`src/rtl/pcsd_pkg.sv`:
```
package pcsd_pkg;
  // Strobes sent from control to the datapath.
  typedef struct packed {
    logic load;   // capture a new result this edge
  } dpStrobeT;
endpackage

```
`src/rtl/pcsd_counter.sv`:
```
module pcsd_counter #(
  parameter int VEC_BITS = 256,
  localparam int PRED_BITS = VEC_BITS / 8,
  localparam int CNT_W = $clog2(PRED_BITS + 1)
) (
  input  logic                 clk,
  input  logic                 rst,
  input  logic [PRED_BITS-1:0] pred,
  input  logic [1:0]           elemSize,
  output logic [CNT_W-1:0]     count
);
  logic [CNT_W-1:0] cntBySize [4];

  // One popcount per element size; only the group's lowest bit is sampled.
  for (genvar s = 0; s < 4; s++) begin : g_size
    localparam int STRIDE = 1 << s;
    localparam int NEL = PRED_BITS / STRIDE;
    logic [CNT_W-1:0] partial;
    always_comb begin
      partial = '0;
      for (int e = 0; e < NEL; e++) begin
        partial = partial + CNT_W'(pred[e*STRIDE]);
      end
    end
    assign cntBySize[s] = partial;
  end

  assign count = cntBySize[elemSize];

  // count never exceeds the number of elements for this size
  p_count_bound_r1: assert property (@(posedge clk) disable iff (rst)
    (32'(count) <= (PRED_BITS >> elemSize)));
endmodule

```
`src/rtl/pcsd_ctrl.sv`:
```
module pcsd_ctrl
  import pcsd_pkg::*;
(
  input  logic     clk,
  input  logic     rst,
  input  logic     inVld,
  output dpStrobeT strobe,
  output logic     outVld
);
  assign strobe.load = inVld & ~rst;

  always_ff @(posedge clk) begin
    if (rst) outVld <= 1'b0;
    else     outVld <= inVld;
  end

  p_latency_r6: assert property (@(posedge clk) disable iff (rst)
    inVld |=> outVld);
  p_idle_r6: assert property (@(posedge clk) disable iff (rst)
    !inVld |=> !outVld);
  p_reset_clear_r7: assert property (@(posedge clk)
    rst |=> !outVld);
endmodule

```
`src/rtl/pcsd_datapath.sv`:
```
module pcsd_datapath
  import pcsd_pkg::*;
#(
  parameter int VEC_BITS = 256,
  localparam int PRED_BITS = VEC_BITS / 8,
  localparam int CNT_W = $clog2(PRED_BITS + 1)
) (
  input  logic                 clk,
  input  logic                 rst,
  input  dpStrobeT             strobe,
  input  logic [PRED_BITS-1:0] pred,
  input  logic [1:0]           elemSize,
  input  logic                 wide,
  input  logic [63:0]          operand,
  input  logic                 outVld,
  output logic [63:0]          result,
  output logic                 satFlag
);
  logic [CNT_W-1:0] count;
  logic [63:0]      opMasked;
  logic [63:0]      cntWide;
  logic [63:0]      diff;
  logic             under;
  logic             wideQ;

  pcsd_counter #(.VEC_BITS(VEC_BITS)) i_counter (
    .clk      (clk),
    .rst      (rst),
    .pred     (pred),
    .elemSize (elemSize),
    .count    (count)
  );

  always_comb begin
    opMasked = wide ? operand : {32'b0, operand[31:0]};
    cntWide  = 64'(count);
    under    = cntWide > opMasked;
    diff     = under ? 64'b0 : (opMasked - cntWide);
  end

  always_ff @(posedge clk) begin
    if (rst) begin
      result  <= '0;
      satFlag <= 1'b0;
      wideQ   <= 1'b0;
    end else if (strobe.load) begin
      result  <= diff;
      satFlag <= under;
      wideQ   <= wide;
    end
  end

  p_upper_zero_r3: assert property (@(posedge clk) disable iff (rst)
    (outVld && !wideQ) |-> (result[63:32] == 32'b0));
  p_no_wrap_r4: assert property (@(posedge clk) disable iff (rst)
    (outVld && wideQ && !satFlag) |-> (result <= $past(operand)));
  p_sat_zero_r5: assert property (@(posedge clk) disable iff (rst)
    (outVld && satFlag) |-> (result == 64'b0));
  p_hold_r8: assert property (@(posedge clk) disable iff (rst)
    !$past(strobe.load) |-> ($stable(result) && $stable(satFlag)));
endmodule

```
`src/rtl/pcnt_sat_dec.sv`:
```
module pcnt_sat_dec
  import pcsd_pkg::*;
#(
  parameter int VEC_BITS = 256,
  localparam int PRED_BITS = VEC_BITS / 8
) (
  input  logic                 clk,
  input  logic                 rst,
  input  logic                 inVld,
  input  logic [PRED_BITS-1:0] pred,
  input  logic [1:0]           elemSize,
  input  logic                 wide,
  input  logic [63:0]          operand,
  output logic                 outVld,
  output logic [63:0]          result,
  output logic                 satFlag
);
  dpStrobeT strobe;

  pcsd_ctrl i_ctrl (
    .clk    (clk),
    .rst    (rst),
    .inVld  (inVld),
    .strobe (strobe),
    .outVld (outVld)
  );

  pcsd_datapath #(.VEC_BITS(VEC_BITS)) i_datapath (
    .clk      (clk),
    .rst      (rst),
    .strobe   (strobe),
    .pred     (pred),
    .elemSize (elemSize),
    .wide     (wide),
    .operand  (operand),
    .outVld   (outVld),
    .result   (result),
    .satFlag  (satFlag)
  );
endmodule

```
`config.mk`:
```
export PLATFORM = sky130hd
export DESIGN_NAME = pcnt_sat_dec
export DESIGN_NICKNAME = d
export VERILOG_FILES = /design/src/rtl/pcsd_pkg.sv /design/src/rtl/pcsd_counter.sv /design/src/rtl/pcsd_ctrl.sv /design/src/rtl/pcsd_datapath.sv /design/src/rtl/pcnt_sat_dec.sv
export SDC_FILE = /design/constraint.sdc
export NUM_CORES = 1
export LEC_CHECK = 0
export CAP_MARGIN = 15
export CORE_ASPECT_RATIO = 1.4
export CORE_MARGIN = 1.5
export CORE_UTILIZATION = 35
export CTS_CLUSTER_DIAMETER = 80
export DETAILED_ROUTE_END_ITERATION = 8
export DONT_BUFFER_PORTS = 1
export PLACE_DENSITY = 0.54
export SLEW_MARGIN = 10
export SYNTH_ARGS = -nofsm -noshare
export SYNTH_HDL_FRONTEND = slang
export SYNTH_SLANG_ARGS = --single-unit
export TNS_END_PERCENT = 1
```
`constraint.sdc`:
```
create_clock -name clk -period 8.1 [get_ports clk]
set_input_delay 0 -clock clk [delete_from_list [all_inputs] [get_ports clk]]
set_output_delay 0 -clock clk [all_outputs]
set_load 0.01 [all_outputs]
```
### After elaboration in Yosys (flattened, before gate mapping)

Cells that the tools add are included.
Widths: inputs -> output; s select.

* add/sub/neg operators: 57
* magnitude comparators: 2
* muxes and demuxes: 5
* bitwise operators: 3

Operator list (number)
* $add 6x1->6: 38
* $mux 64: 2
* $gt 6x64->1: 1
* $sub 64x6->64: 1
* $add 5x1->6: 3
* $add 3x1->4: 4
* $add 4x1->5: 3
* $add 2x1->3: 4
* $bmux 6 s2: 1
* $mux 6: 2
* $add 1x1->2: 4
* $ge 3x3->1 const B: 1
* $not 2->3: 1
* $and 1x1->1: 1
* $not 1->1: 1

* register bits after elaboration: 66
* input port bits: 102
* output and inout port bits: 66
* word-level logic and storage cells: 70

### Depth between registers and ports, before layout

* word-level depth: 36
* depth in mapped cells: 27
* mapped depth without buffers: 25

### By module

Synthesis repeated with hierarchy kept, for this count alone.

* cells, all modules: 647
* area total of the unflattened synthesis: 5336.4 µm²

By module, submodules not included
* pcsd_datapath: instances 1, cells an instance 486, area an instance 3803.6 µm², seq. area each 1301.2 µm²
* pcsd_counter: instances 1, cells an instance 158, area an instance 1500.2 µm², seq. area each 0.0 µm²
* pcsd_ctrl: instances 1, cells an instance 3, area an instance 32.5 µm², seq. area each 20.0 µm²

### Least setup slack after synthesis

Ideal clock, no wire load.

* kind: input to register
* from: input pred[0]
* to: register i_datapath.result[19]
* library setup time: 0.074 ns
* arrival: 5.960 ns
* required time: 8.026 ns
* setup slack: 2.065 ns
* stages: 22
* path buffers: 0
* path through: inv_1 > fa_1 > fa_1 > fa_1 > fa_1 > fa_1 > fa_1 > inv_1 > ha_1 > inv_1 > fa_1 > inv_1 > mux4_2 > inv_1 > ha_1 > nor2b_1 > o31a_1 > o31a_1 > nand2b_1 > or4_1 > xor2_1 > o21ai_0

* word-level cells in the longest chain between the ends: 36
* elaborated cells between the ends (all ways): 62
* classes of those cells: add/sub: 57; order compare: 1; mux: 4

RTL lines
* start: declaration: RTL line pcnt_sat_dec.sv:10 `input logic [PRED_BITS-1:0] pred,`
* $add 1x1->2: RTL line pcsd_counter.sv:22 `partial = partial + CNT_W'(pred[e*STRIDE]);`
* $add 2x1->3: RTL line pcsd_counter.sv:22
* $add 3x1->4: RTL line pcsd_counter.sv:22
* $add 4x1->5: RTL line pcsd_counter.sv:22
* $add 5x1->6: RTL line pcsd_counter.sv:22
* $add 6x1->6 (26 in series): RTL line pcsd_counter.sv:22
* $bmux 6 s2 *: RTL line pcsd_counter.sv:28 `assign count = cntBySize[elemSize];`
* $mux 6 (implied by the code) * (2 in series): RTL line pcsd_counter.sv:28
* $sub 64x6->64 / $gt 6x64->1 (equally long branches): RTL line pcsd_datapath.sv:38, pcsd_datapath.sv:37
* $mux 64 *: RTL line pcsd_datapath.sv:38 `diff = under ? 64'b0 : (opMasked - cntWide);`
* end signal: assignment: RTL line pcsd_datapath.sv:47 `result <= diff;`
* end: declaration: RTL line pcsd_datapath.sv:16 `output logic [63:0] result,`

Every way passes the cells marked *; elsewhere a longest branch is shown, timed or not. The select of a mux whose other input is x is not followed.
A chain may end at the register's enable or synchronous reset.

### Worst setup path in the final report

* from: input pred[0]
* to: register i_datapath.result[63]

Same word-level chain as after synthesis.

==> impl_summary.txt <==
----------------------------------------------------
[Detailed routing]
  Vias per inst ... approximately 5.5
  Detailed router's first-iteration violation count ... 250
  Routed wire length per instance ... around 19 um
  Number of DRC violations after detailed routing ... 0
  Final Routed Wirelength ... approximately 17000 um
  Remaining number of nets flagged by the antenna check after routing ... 0
  Vias ... 4952
  Total iterations of the first detailed-routing run ... 5

[STA]
  Total negative setup slack ... 0 ns
  Final Max Tran Viols ... 0
  Final number of hold-violating endpoints ... 0
  Actual transition at the worst max-transition pin ... ~1.0 ns
  RSZ-0062 raised after global routing ... false
  Worst-case headroom to the max-slew limit ... roughly a third
  Worst slack on hold paths ... approximately 0.021 ns
  Highest Clock Rate ... 136 MHz
  Crit share post-route ... between 90 and 100%
  Setup Viol. Count Final ... 0
  Shortest period the worst path allows ... around 7.3 ns
  Layout Skew ... 0 ns

[Worst hold path]
  Min-delay worst type ... in -> reg
  Worst min-delay path endpoint ... i_datapath.result[39]
  Hold Crit Depth ... 3
  Origin of the worst min-delay path ... operand[39]

[Setup path]
  Crit Reg-Reg Startpoint ... i_datapath.result[43]
  Largest fanout on the critical path ... 29
  Kind of critical path ... in -> reg
  Crit Reg-Reg Endpoint ... i_datapath.result[43]
  R2r worst-path depth ... 3
  CP Launch Type ... input port
  Worst EP arrival ... between 7 and 8 ns
  Data required time at the worst endpoint ... between 8 and 9 ns
  Kind of capture point of the worst setup path ... register
  Setup slack of the most critical reg-to-reg path ... 6.66 ns

[Cells and area]
  Final cell count without fillers ... roughly 900
  Sequential cell area ... about 1300 sq um
  Area of combinational cells with multiple inputs ... 3680 sq um
  Final core utilization ... 43.4%
  Number of nets in the layout ... 868
  Number of fill cells in the layout ... ~1500
  Ant. Diodes ... 0
  Area added between synthesis and finish ... 21.1%
  Fraction of final layout cells sized beyond drive strength 1 ... under 10%

[Logic synthesis]
  Syn Nets ... ~800
  Post-synthesis async set-or-reset flop share ... 0%
  Warnings from Yosys ... 0
  Mean area per synthesized cell ... slightly above 8 sq um
  #FFs+latches synth ... 66
  Proportion of synthesized chip area in sequential cells ... around a quarter
  Cell area after synthesis ... 5370 sq um
  Most used flip-flop cell after synthesis ... sky130_fd_sc_hd__dfxtp_1
  Unique cell type count in the Yosys netlist ... between 50 and 60
  Synthesized netlist cell count ... 654
  Count of flip-flops with a built-in enable after synthesis ... 0

[Clock network]
  TritonCTS sink count ... between 60 and 70
  Post-CTS Hold Buffers ... between 60 and 70
  CTS tree ... built
  Post-CTS Setup Inserts ... 0
  Post-CTS sizing ... 0
  Clock Tree Buf Depth ... 2
  Clock buffers created by TritonCTS ... 9
  Clock root buffer ... sky130_fd_sc_hd__clkbuf_16
  Number of H-tree branching levels ... 3
  Clock transition at the registers of the reported paths ... roughly 0.060 ns
  Clock latency of the later-clocked register in the worst-skew pair ... ~0.33 ns

[Placed design]
  Instance count after placement with tap cells included ... roughly 800
  Estimated wirelength of the detail-placed design ... 12500 um
  Gp weighted congestion ... slightly above 0.8
  Number of input and output port buffers inserted ... 0

[Die]
  Vertical extent of the die ... 150 um
  Horiz. Die Dim ... about 110 um
  Die footprint ... 16100 sq um
  Ports placed on the boundary ... 168
  Number of core rows ... 53
  Placeable core area ... roughly 15000 sq um
  Starting utilization of the core area ... between 30% and 40%

[Pwr]
  Max VDD drop ... 0.000273 V
  Leakage power total ... approximately 2.7 nW
  Power density over the cells ... around 270 nW/um^2

[Global routing]
  Global Route Usage Sum ... 21.6%
  Initial antenna violation count ... 0
  Pin count of the biggest net entering global routing ... between 40 and 50
  Total congestion overflow ... 0
  Vias in the first global route ... slightly above 5000
  Wire length of the first global-routing pass ... ~27000 um

[Job]
  Reported max-cap violation count ... 0

[Run status]
  Status ... completed

----------------------------------------------------
synth_stat cells, types with 3 or more instances:
library cell | instances | area, sq um
sky130_fd_sc_hd__nand2_1 | 89 | 334
sky130_fd_sc_hd__inv_1 | 67 | 251
sky130_fd_sc_hd__dfxtp_1 | 66 | 1320
sky130_fd_sc_hd__nor2_1 | 56 | 210
sky130_fd_sc_hd__fa_1 | 40 | 801
sky130_fd_sc_hd__o21ai_0 | 38 | 190
sky130_fd_sc_hd__xnor2_1 | 25 | 219
sky130_fd_sc_hd__xor2_1 | 24 | 210
sky130_fd_sc_hd__ha_1 | 23 | 288
sky130_fd_sc_hd__a21oi_1 | 22 | 110
sky130_fd_sc_hd__clkbuf_1 | 21 | 78.8
sky130_fd_sc_hd__nand3_1 | 19 | 95.1
sky130_fd_sc_hd__a22oi_1 | 14 | 105
sky130_fd_sc_hd__nor3_1 | 13 | 65.1
sky130_fd_sc_hd__or3_1 | 13 | 81.3
sky130_fd_sc_hd__nor4_1 | 11 | 68.8
sky130_fd_sc_hd__o41ai_1 | 7 | 61.3
sky130_fd_sc_hd__a22o_1 | 6 | 52.6
sky130_fd_sc_hd__and3_1 | 6 | 37.5
sky130_fd_sc_hd__or4_1 | 6 | 45.0
sky130_fd_sc_hd__a32o_1 | 5 | 50.1
sky130_fd_sc_hd__buf_2 | 5 | 25.0
sky130_fd_sc_hd__nand4_1 | 5 | 31.3
sky130_fd_sc_hd__o21a_1 | 5 | 37.5
sky130_fd_sc_hd__and2_1 | 4 | 25.0
sky130_fd_sc_hd__mux2i_1 | 4 | 40.0
sky130_fd_sc_hd__nand3b_1 | 4 | 30.0
sky130_fd_sc_hd__o211ai_1 | 4 | 30.0
sky130_fd_sc_hd__a21o_1 | 3 | 22.5
sky130_fd_sc_hd__a32oi_1 | 3 | 26.3
sky130_fd_sc_hd__mux4_2 | 3 | 67.6
sky130_fd_sc_hd__nor2b_1 | 3 | 18.8
sky130_fd_sc_hd__o2111ai_1 | 3 | 26.3
sky130_fd_sc_hd__o31ai_1 | 3 | 22.5
sky130_fd_sc_hd__or2_2 | 3 | 18.8
state kept, by name (all words and copies together) (netlist names):
| name | cells |
|---|---|
| i_datapath.satFlag | 1 |
| i_ctrl.outVld | 1 |
| i_datapath.result | 64 |
layout by cell type (no fill, tap or decap), types with 14 or more instances in the layout:
| master | count |
|---|---|
| sky130_fd_sc_hd__nand3_1 | 19 |
| sky130_fd_sc_hd__nand2_1 | 89 |
| sky130_fd_sc_hd__inv_1 | 67 |
| sky130_fd_sc_hd__a22oi_1 | 14 |
| sky130_fd_sc_hd__xnor2_1 | 25 |
| sky130_fd_sc_hd__dfxtp_1 | 66 |
| sky130_fd_sc_hd__fa_1 | 40 |
| sky130_fd_sc_hd__nor2_1 | 55 |
| sky130_fd_sc_hd__a21oi_1 | 22 |
| sky130_fd_sc_hd__dlygate4sd3_1 | 67 |
| sky130_fd_sc_hd__xor2_1 | 24 |
| sky130_fd_sc_hd__ha_1 | 23 |
| sky130_fd_sc_hd__o21ai_0 | 38 |
through the flow:
step	instance area, sq um	total power [W]	setup slack, ns
finish	6510	0.00177	0.760
global route	6510	0.00194	0.277
CTS	6510	0.00178	0.748
detailed placement	5500	0.00131	0.939
global placement	5500	0.00129	1.14
floorplan	5370	0.00114	2.07
metal layers:
metal	vias to the layer above	share of wire (%)	global-route usage [%]
li1	2350	-	-
met1	2382	37	23.3
met2	185	53	39.7
met3	35	7.6	5.75
met4	0	2.4	8.03
met5	-	0	0
cell families (layout without fill, tap and decap cells):
group | Yosys count | count (layout) | synth area share (%)
flops | 66 | 66 | 24.6
simple gates | 246 | 246 | 22.4
buf+inv | 98 | 151 | 7.06
mux | 8 | 8 | 2.21
fa+ha+maj | 63 | 63 | 20.3
xor+xnor | 49 | 49 | 7.99
compound gates | 124 | 124 | 15.4
cell type report:
| type | instances | share of cell area (%) |
|---|---|---|
| clock buffer | 11 | 3.73 |
| clock inverter | 4 | 1.17 |
| inverter | 68 | 3.92 |
| multi-input combinational | 490 | 56.6 |
| sequential | 66 | 20.3 |
| tap | 192 | 3.69 |
| timing repair buffer | 68 | 10.6 |
power by group:
part	switching, W	total (W)	leakage, nW	internal, W
clock network	0.000153	0.000430	0.152	0.000277
registers	0.0000290	0.000379	0.541	0.000350
logic	0.000492	0.000957	1.96	0.000465
total	0.000674	0.00177	2.65	0.00109
worst max-delay path: stages:
cell                            delay [ns]
sky130_fd_sc_hd__inv_1                0.04
sky130_fd_sc_hd__fa_1                 0.57
sky130_fd_sc_hd__fa_1                 0.45
sky130_fd_sc_hd__fa_1                 0.54
sky130_fd_sc_hd__fa_1                 0.45
sky130_fd_sc_hd__fa_1                 0.53
sky130_fd_sc_hd__fa_1                 0.40
sky130_fd_sc_hd__inv_1                0.07
sky130_fd_sc_hd__ha_1                 0.16
sky130_fd_sc_hd__inv_1                0.05
sky130_fd_sc_hd__fa_1                 0.39
sky130_fd_sc_hd__xor2_1               0.15
sky130_fd_sc_hd__mux4_2               0.45
sky130_fd_sc_hd__ha_1                 0.34
sky130_fd_sc_hd__nor2b_1              0.17
sky130_fd_sc_hd__o2111ai_1            0.27
sky130_fd_sc_hd__and3_1               0.37
sky130_fd_sc_hd__nand4_2              0.38
sky130_fd_sc_hd__nand2_1              0.85
sky130_fd_sc_hd__or3b_1               0.23
sky130_fd_sc_hd__nand3_1              0.08
sky130_fd_sc_hd__dlygate4sd3_1        0.56
worst max-delay path by stage:
stage	start	to	slack, ns
6_report	pred[0]	i_datapath.result[63]	0.76
2_1_floorplan	pred[0]	i_datapath.result[19]	2.07
4_1_cts	pred[0]	i_datapath.result[63]	0.75
3_3_place_gp	pred[0]	i_datapath.result[59]	1.14
3_5_place_dp	pred[0]	i_datapath.result[59]	0.94
5_1_grt	pred[0]	i_datapath.result[63]	0.28
Note: power is estimated with default switching activity, not from simulation.
